$ cat config.mk
export PLATFORM = sky130hd
export DESIGN_NAME = tlb_inv_array
export DESIGN_NICKNAME = d
export VERILOG_FILES = /design/src/rtl/tlb_inv_pkg.sv /design/src/rtl/tlb_ehi_reg.sv /design/src/rtl/tlb_entry_store.sv /design/src/rtl/tlb_probe_enc.sv /design/src/rtl/tlb_inv_array.sv
export SDC_FILE = /design/constraint.sdc
export NUM_CORES = 2
export LEC_CHECK = 0
export BUFFER_PORTS_ARGS = -buffer_cell sky130_fd_sc_hd__buf_2
export CORE_MARGIN = 5
export CORE_UTILIZATION = 62
export DETAILED_ROUTE_END_ITERATION = 12
export PLACE_DENSITY_LB_ADDON = 0.2
export SETUP_SLACK_MARGIN = 0.1
export SLEW_MARGIN = 20
export SYNTH_ARGS = -nofsm -noshare
export SYNTH_HDL_FRONTEND = slang
export SYNTH_SLANG_ARGS = --single-unit
$ cat constraint.sdc
create_clock -name clk -period 5.7 [get_ports clk]
set_clock_uncertainty 0.2 [all_clocks]
set_input_delay 1.14 -clock clk [delete_from_list [all_inputs] [get_ports clk]]
set_output_delay 1.14 -clock clk [all_outputs]
set_load 0.005 [all_outputs]
$ cat src/rtl/tlb_inv_pkg.sv
package tlb_inv_pkg;

  localparam int REG_W       = 32;
  localparam int EHI_INV_BIT = 10;
  localparam int EHI_VPN_LSB = 13;

  typedef enum logic [2:0] {
    OP_NOP      = 3'd0,
    OP_WRITE    = 3'd1,
    OP_READ     = 3'd2,
    OP_PROBE    = 3'd3,
    OP_INV_ASID = 3'd4,
    OP_INV_ALL  = 3'd5
  } tlb_op_e;

endpackage

$ cat src/rtl/tlb_ehi_reg.sv
module tlb_ehi_reg
  import tlb_inv_pkg::*;
#(
  parameter int VPN2_W = 19,
  parameter int ASID_W = 8
) (
  input  logic             clk,
  input  logic             rst,
  input  logic             wr_en,
  input  logic [REG_W-1:0] wr_data,
  input  logic [1:0]       inv_support,
  output logic [REG_W-1:0] ehi_q
);

  logic [REG_W-1:0] keep_mask;

  always_comb begin
    keep_mask = '0;
    keep_mask[EHI_VPN_LSB +: VPN2_W] = '1;
    keep_mask[ASID_W-1:0]            = '1;
    keep_mask[EHI_INV_BIT]           = (inv_support >= 2'd2);
  end

  always_ff @(posedge clk) begin
    if (rst) begin
      ehi_q <= '0;
    end else if (wr_en) begin
      ehi_q <= wr_data & keep_mask;
    end
  end

endmodule

$ cat src/rtl/tlb_entry_store.sv
module tlb_entry_store #(
  parameter int NUM_ENTRIES = 16,
  parameter int VPN2_W      = 19,
  parameter int ASID_W      = 8,
  parameter int PFN_W       = 20,
  parameter int IDX_W       = 4,
  parameter int HALF_W      = PFN_W + 5
) (
  input  logic                   clk,
  input  logic                   rst,
  input  logic                   wr_en,
  input  logic [IDX_W-1:0]       wr_idx,
  input  logic                   wr_inv,
  input  logic [VPN2_W-1:0]      wr_vpn,
  input  logic [ASID_W-1:0]      wr_asid,
  input  logic                   wr_g,
  input  logic [HALF_W-1:0]      wr_half0,
  input  logic [HALF_W-1:0]      wr_half1,
  input  logic                   inv_asid_en,
  input  logic                   inv_all_en,
  input  logic [ASID_W-1:0]      cur_asid,
  input  logic [VPN2_W-1:0]      probe_vpn,
  input  logic [IDX_W-1:0]       rd_idx,
  output logic                   rd_inv,
  output logic [VPN2_W-1:0]      rd_vpn,
  output logic [ASID_W-1:0]      rd_asid,
  output logic                   rd_g,
  output logic [HALF_W-1:0]      rd_half0,
  output logic [HALF_W-1:0]      rd_half1,
  output logic [NUM_ENTRIES-1:0] inv_vec,
  output logic [NUM_ENTRIES-1:0] hit_vec
);

  // Tag fields need parallel compare and are held in flops.
  logic [VPN2_W-1:0] vpn_q  [NUM_ENTRIES];
  logic [ASID_W-1:0] asid_q [NUM_ENTRIES];
  logic [NUM_ENTRIES-1:0] g_q;

  // Frame data is only touched through the indexed port: RAM-style array.
  logic [HALF_W-1:0] half0_mem [NUM_ENTRIES];
  logic [HALF_W-1:0] half1_mem [NUM_ENTRIES];

  for (genvar e = 0; e < NUM_ENTRIES; e++) begin : g_entry
    logic this_wr;
    logic asid_kill;
    assign this_wr   = wr_en && (wr_idx == IDX_W'(e));
    assign asid_kill = inv_asid_en && !g_q[e] && (asid_q[e] == cur_asid);

    always_ff @(posedge clk) begin
      if (rst) begin
        inv_vec[e] <= 1'b1;
        vpn_q[e]   <= '0;
        asid_q[e]  <= '0;
        g_q[e]     <= 1'b0;
      end else if (this_wr) begin
        inv_vec[e] <= wr_inv;
        if (!wr_inv) begin
          vpn_q[e]  <= wr_vpn;
          asid_q[e] <= wr_asid;
          g_q[e]    <= wr_g;
        end
      end else if (inv_all_en || asid_kill) begin
        inv_vec[e] <= 1'b1;
      end
    end

    assign hit_vec[e] = !inv_vec[e] && (vpn_q[e] == probe_vpn) &&
                        (g_q[e] || (asid_q[e] == cur_asid));
  end

  always_ff @(posedge clk) begin
    if (wr_en && !wr_inv) begin
      half0_mem[wr_idx] <= wr_half0;
      half1_mem[wr_idx] <= wr_half1;
    end
  end

  assign rd_inv   = inv_vec[rd_idx];
  assign rd_vpn   = vpn_q[rd_idx];
  assign rd_asid  = asid_q[rd_idx];
  assign rd_g     = g_q[rd_idx];
  assign rd_half0 = half0_mem[rd_idx];
  assign rd_half1 = half1_mem[rd_idx];

endmodule

$ cat src/rtl/tlb_probe_enc.sv
module tlb_probe_enc #(
  parameter int NUM_ENTRIES = 16,
  parameter int IDX_W       = 4
) (
  input  logic [NUM_ENTRIES-1:0] hit_vec,
  output logic                   any_hit,
  output logic [IDX_W-1:0]       hit_idx
);

  always_comb begin
    hit_idx = '0;
    for (int e = NUM_ENTRIES - 1; e >= 0; e--) begin
      if (hit_vec[e]) hit_idx = IDX_W'(e);
    end
  end

  assign any_hit = |hit_vec;

endmodule

$ cat src/rtl/tlb_inv_array.sv
module tlb_inv_array
  import tlb_inv_pkg::*;
#(
  parameter int NUM_ENTRIES = 16,
  parameter int VPN2_W      = 19,
  parameter int ASID_W      = 8,
  parameter int PFN_W       = 20
) (
  input  logic                                 clk,
  input  logic                                 rst,
  input  logic                                 ehi_wr_en,
  input  logic [31:0]                          ehi_wr_data,
  input  logic [1:0]                           inv_support,
  input  logic [PFN_W+5:0]                     lo0_in,
  input  logic [PFN_W+5:0]                     lo1_in,
  input  logic                                 cmd_valid,
  input  logic [2:0]                           cmd_op,
  input  logic [$clog2(NUM_ENTRIES):0]         cmd_index,
  output logic [31:0]                          ehi_q,
  output logic                                 done,
  output logic [$clog2(NUM_ENTRIES)-1:0]       probe_idx,
  output logic                                 probe_miss,
  output logic [31:0]                          rd_hi,
  output logic [31:0]                          rd_pagemask,
  output logic [31:0]                          rd_lo0,
  output logic [31:0]                          rd_lo1
);

  localparam int IDX_W     = $clog2(NUM_ENTRIES);
  localparam int CMD_IDX_W = IDX_W + 1;
  localparam int HALF_W    = PFN_W + 5;

  logic in_range;
  logic is_write, is_read, is_probe, is_inv_asid, is_inv_all, is_legal;

  assign in_range    = cmd_index < CMD_IDX_W'(NUM_ENTRIES);
  assign is_write    = cmd_valid && (cmd_op == OP_WRITE);
  assign is_read     = cmd_valid && (cmd_op == OP_READ);
  assign is_probe    = cmd_valid && (cmd_op == OP_PROBE);
  assign is_inv_asid = cmd_valid && (cmd_op == OP_INV_ASID);
  assign is_inv_all  = cmd_valid && (cmd_op == OP_INV_ALL);
  assign is_legal    = is_write | is_read | is_probe | is_inv_asid | is_inv_all;

  tlb_ehi_reg #(.VPN2_W(VPN2_W), .ASID_W(ASID_W)) u_ehi (
    .clk        (clk),
    .rst        (rst),
    .wr_en      (ehi_wr_en),
    .wr_data    (ehi_wr_data),
    .inv_support(inv_support),
    .ehi_q      (ehi_q)
  );

  logic [VPN2_W-1:0] key_vpn;
  logic [ASID_W-1:0] key_asid;
  logic              key_inv;
  assign key_vpn  = ehi_q[EHI_VPN_LSB +: VPN2_W];
  assign key_asid = ehi_q[ASID_W-1:0];
  assign key_inv  = ehi_q[EHI_INV_BIT];

  // EntryLo inputs: bit0 G, bit1 V, bit2 D, bits5:3 C, PFN from bit 6.
  // Stored half layout drops G: {pfn, c, d, v}.
  logic [HALF_W-1:0] wr_half0, wr_half1;
  logic              wr_g;
  assign wr_half0 = lo0_in[PFN_W+5:1];
  assign wr_half1 = lo1_in[PFN_W+5:1];
  assign wr_g     = lo0_in[0] & lo1_in[0];

  logic                   rd_inv_w, rd_g_w;
  logic [VPN2_W-1:0]      rd_vpn_w;
  logic [ASID_W-1:0]      rd_asid_w;
  logic [HALF_W-1:0]      rd_half0_w, rd_half1_w;
  logic [NUM_ENTRIES-1:0] inv_vec, hit_vec;

  tlb_entry_store #(
    .NUM_ENTRIES(NUM_ENTRIES), .VPN2_W(VPN2_W), .ASID_W(ASID_W),
    .PFN_W(PFN_W), .IDX_W(IDX_W), .HALF_W(HALF_W)
  ) u_store (
    .clk        (clk),
    .rst        (rst),
    .wr_en      (is_write && in_range),
    .wr_idx     (cmd_index[IDX_W-1:0]),
    .wr_inv     (key_inv),
    .wr_vpn     (key_vpn),
    .wr_asid    (key_asid),
    .wr_g       (wr_g),
    .wr_half0   (wr_half0),
    .wr_half1   (wr_half1),
    .inv_asid_en(is_inv_asid),
    .inv_all_en (is_inv_all),
    .cur_asid   (key_asid),
    .probe_vpn  (key_vpn),
    .rd_idx     (cmd_index[IDX_W-1:0]),
    .rd_inv     (rd_inv_w),
    .rd_vpn     (rd_vpn_w),
    .rd_asid    (rd_asid_w),
    .rd_g       (rd_g_w),
    .rd_half0   (rd_half0_w),
    .rd_half1   (rd_half1_w),
    .inv_vec    (inv_vec),
    .hit_vec    (hit_vec)
  );

  logic             any_hit;
  logic [IDX_W-1:0] first_hit;

  tlb_probe_enc #(.NUM_ENTRIES(NUM_ENTRIES), .IDX_W(IDX_W)) u_enc (
    .hit_vec(hit_vec),
    .any_hit(any_hit),
    .hit_idx(first_hit)
  );

  logic [31:0] fmt_hi, fmt_lo0, fmt_lo1;

  always_comb begin
    fmt_hi  = '0;
    fmt_lo0 = '0;
    fmt_lo1 = '0;
    if (rd_inv_w) begin
      fmt_hi[EHI_INV_BIT] = 1'b1;
    end else begin
      fmt_hi[EHI_VPN_LSB +: VPN2_W] = rd_vpn_w;
      fmt_hi[ASID_W-1:0]            = rd_asid_w;
      fmt_lo0[HALF_W:0]             = {rd_half0_w, rd_g_w};
      fmt_lo1[HALF_W:0]             = {rd_half1_w, rd_g_w};
    end
  end

  always_ff @(posedge clk) begin
    if (rst) begin
      done        <= 1'b0;
      probe_idx   <= '0;
      probe_miss  <= 1'b0;
      rd_hi       <= '0;
      rd_pagemask <= '0;
      rd_lo0      <= '0;
      rd_lo1      <= '0;
    end else begin
      done <= is_legal;
      if (is_probe) begin
        probe_miss <= !any_hit;
        if (any_hit) probe_idx <= first_hit;
      end
      if (is_read && in_range) begin
        rd_hi       <= fmt_hi;
        rd_pagemask <= '0;
        rd_lo0      <= fmt_lo0;
        rd_lo1      <= fmt_lo1;
      end
    end
  end

endmodule

==> out/metrics.yaml <==
end_kind: "flip-flop"
path_class: "flip-flop to flip-flop"
synth_edf_count: 1232
synthDistinctLibCells: 58
leakagePower_nw: 23.54
postCtsSetupBuffers: 0
firstDrtPassIters: 5
dieHeight_um: 324.4
power_density_nw_per_um2: 320.6
htree_num_levels: 4
p_seq_share_pct: 51.7
cts_tree: "built"
pwr-share-comb_pct: 6.5
cpLargestDelayFamily: "compound AO/OA/AOI/OAI gates"
crit_chain: "xnor2_1 -> nand4_1 -> nor3_1 -> o2111ai_1 -> nor3b_1 -> o311a_1 -> o311ai_1 -> o211ai_1"
grt_max_degree: 124
start_kind: "flip-flop"
worst_pin_slew_ps: 1138
overflow: 0
clock-root-buffer: "clkbuf_16"
min_period_ps: 3791
cts.sinks: 1377
drive_gt1_share_pct: 24.35
synthArstFlopShare_pct: 0
nets: 3934
preCtsSetupSlack_ps: 1151
syn_inst: 3710
slowest_stage: "dfxtp_1"
dieWidth_um: 324.4
max_freq_mhz: 263.8
routed_wl_um: 157700
hold_viol_final: 0
wl_per_cell_um: 30.07
synthTopCellsByArea: "edfxtp_1 (60%), mux4_2 (14%), dfxtp_1 (4.7%), xnor2_1 (4.6%), and2_1 (2.2%)"
seq_area_frac_synth_pct: 65.09
dpl.hpwl_um: 92450
synth_warnings: 0
grt_pass1_wl_um: 232000
power.internal_w: 0.01695
cts_made_buffers: 142
synth_largest_area_cell: "edfxtp_1"
cts_max_path_buffers: 3
synth_top_area_share_pct: 60.36
clk_pin_slew_ps: 60
synthToLayoutAreaGrowth_pct: 10.78
core_um2: 98280
hp-class: "flip-flop to flip-flop"
slowest_delay_ps: 960
fin_ws_ps: 1909
route.vias.total: 34340
portBuffers: 206
track_usage_pct: 29.77
peakVddDrop_uv: 371.0
fin_hold_ws_ps: 250.8
switching_power_w: 0.004821
synth_ff_type: "edfxtp_1"
ys_ff_latch: 1377
routed_via_density: 6.547
ios: 264
die_area_um2: 105300
status: "complete, no violations"
initial_core_util_pct: 62.37
antenna_found_initial: 12
ctsResizeCount: 0
setup-violations-final: 0
postCtsHoldBufs: 0
clk_latency_ps: 770
synth_area_um2: 61300
postRouteAntennaNets: 0
clkPwrFrac_pct: 41.9
path_buf_inv: 0
num_rows: 115
final.setup.tns_ps: 0
switching_share_pct: 22.15
max_slew_margin_pct: 23.79
cap_violations: 0
fin_crit_sh_pct: 66.51
route.detailed.drc: 0
crit_path_max_fanout: 17
filler_cell_count: 6291
syn-mean-instance-area_um2: 16.52
first_global_vias: 34740
grt_setup_unrepaired: "no"
arrival_ps: 4200
reg2reg_slack_ps: 1910
worstPathRequired_ps: 6110
gp_congestion: 0.8958
finalMaxSlewViolations: 0
first_iter_violations: 4062
-- through the flow --
stage                     area [um^2]  cells  power, W  utilization [%]
after floorplan                 61490   3761   0.01241                -
after global placement          63290   4978   0.01284            64.40
after detailed placement        63290   4978   0.01285            64.40
after CTS                       67870   5237   0.02189            69.06
after global routing            67890   5240   0.02242            69.08
final                           67900   5245   0.02177            69.09
-- cell families after synthesis --
group / synth area share [%]
AND/OR/NAND/NOR: 8.357
multiplexers: 15.13
AO/OA/AOI/OAI: 1.637
flip-flops: 65.09
other: 0.006118
buffers and inverters: 3.605
XOR/XNOR: 6.173
-- worst register-to-register path, stage by stage, from the launching register on --
cell and delay (ps):
dfxtp_1 960, xnor2_1 290, nand4_1 190, nor3_1 510, o2111ai_1 300, nor3b_1 220
o311a_1 400, o311ai_1 460, o211ai_1 150
-- synth_stat cells, types with 7 or more instances --
cell and n:
a2111oi_0 14, a21oi_1 88, and2_1 217, and3_1 216, buf_2 123, buf_4 63
buf_6 29, clkbuf_1 151, dfxtp_1 145, edfxtp_1 1232, mux2i_1 39, mux4_2 394
nand2_1 106, nand2b_1 7, nand3_1 80, nand4_1 80, nor2_1 98, nor3_1 37
nor4_1 41, o2111a_1 10, o21ai_0 18, o21ai_1 15, xnor2_1 320, xor2_1 112
-- power groups by stage --
stage / Combinational (W) / Sequential, W / Clock, W
6_report: 0.00141 / 0.0112 / 0.00911
5_1_grt: 0.00149 / 0.0113 / 0.00968
4_1_cts: 0.00141 / 0.0112 / 0.00924
3_5_place_dp: 0.00140 / 0.0115 / 0
3_3_place_gp: 0.00139 / 0.0114 / 0
2_1_floorplan: 0.00102 / 0.0114 / 0
-- sequential cells by signal (all words and copies together), names as in the netlist --
| register | flops |
|---|---|
| done | 1 |
| probe_miss | 1 |
| probe_idx | 4 |
| u_store.asid_q | 128 |
| rd_lo0 | 25 |
| u_ehi.ehi_q | 28 |
| rd_lo1 | 26 |
| u_store.vpn_q | 304 |
| u_store.inv_vec | 16 |
| u_store.half0_mem | 400 |
| rd_hi | 28 |
| u_store.half1_mem | 400 |
| u_store.g_q | 16 |
-- layer usage --
metal	part of all wire, %	GRT usage (%)
met5	0.031	0
met4	3.4	10.03
met2	50	48.56
met3	9.0	6.153
met1	38	40.93
-- layout make-up --
cell class / instances / area, um^2 / area share (%)
Clock buffer: 196 / 4003 / 5.895
Clock inverter: 63 / 580.6 / 0.8550
Antenna cell: 7 / 17.52 / 0.02580
Timing Repair Buffer: 313 / 2206 / 3.249
Multi-Input combinational cell: 1994 / 19540 / 28.78
Sequential cell: 1377 / 39900 / 58.76
Tap cell: 1287 / 1610 / 2.371
Inverter: 8 / 42.54 / 0.06265
-- worst paths after layout --
path / start / endpoint / depth (start not counted)
worst min-delay path: rd_hi[14]$_SDFFE_PP0P_ / rd_hi[14]$_SDFFE_PP0P_ / 2
worst max register to register: u_ehi.ehi_q[17]$_SDFFE_PP0P_ / probe_idx[0]$_SDFFE_PP0P_ / 8
worst max-delay path: u_ehi.ehi_q[17]$_SDFFE_PP0P_ / probe_idx[0]$_SDFFE_PP0P_ / 8
worst min register to register: rd_hi[14]$_SDFFE_PP0P_ / rd_hi[14]$_SDFFE_PP0P_ / 2
-- layout by cell type, fill, tap and decap left out, drive strengths merged, types with 106 or more instances in the layout --
cell type / instances
mux4: 394
xor2: 112
dfxtp: 145
and3: 216
edfxtp: 1232
buf: 313
clkbuf: 196
nand2: 106
xnor2: 320
and2: 217
Note: power is estimated with default switching activity, not from simulation.
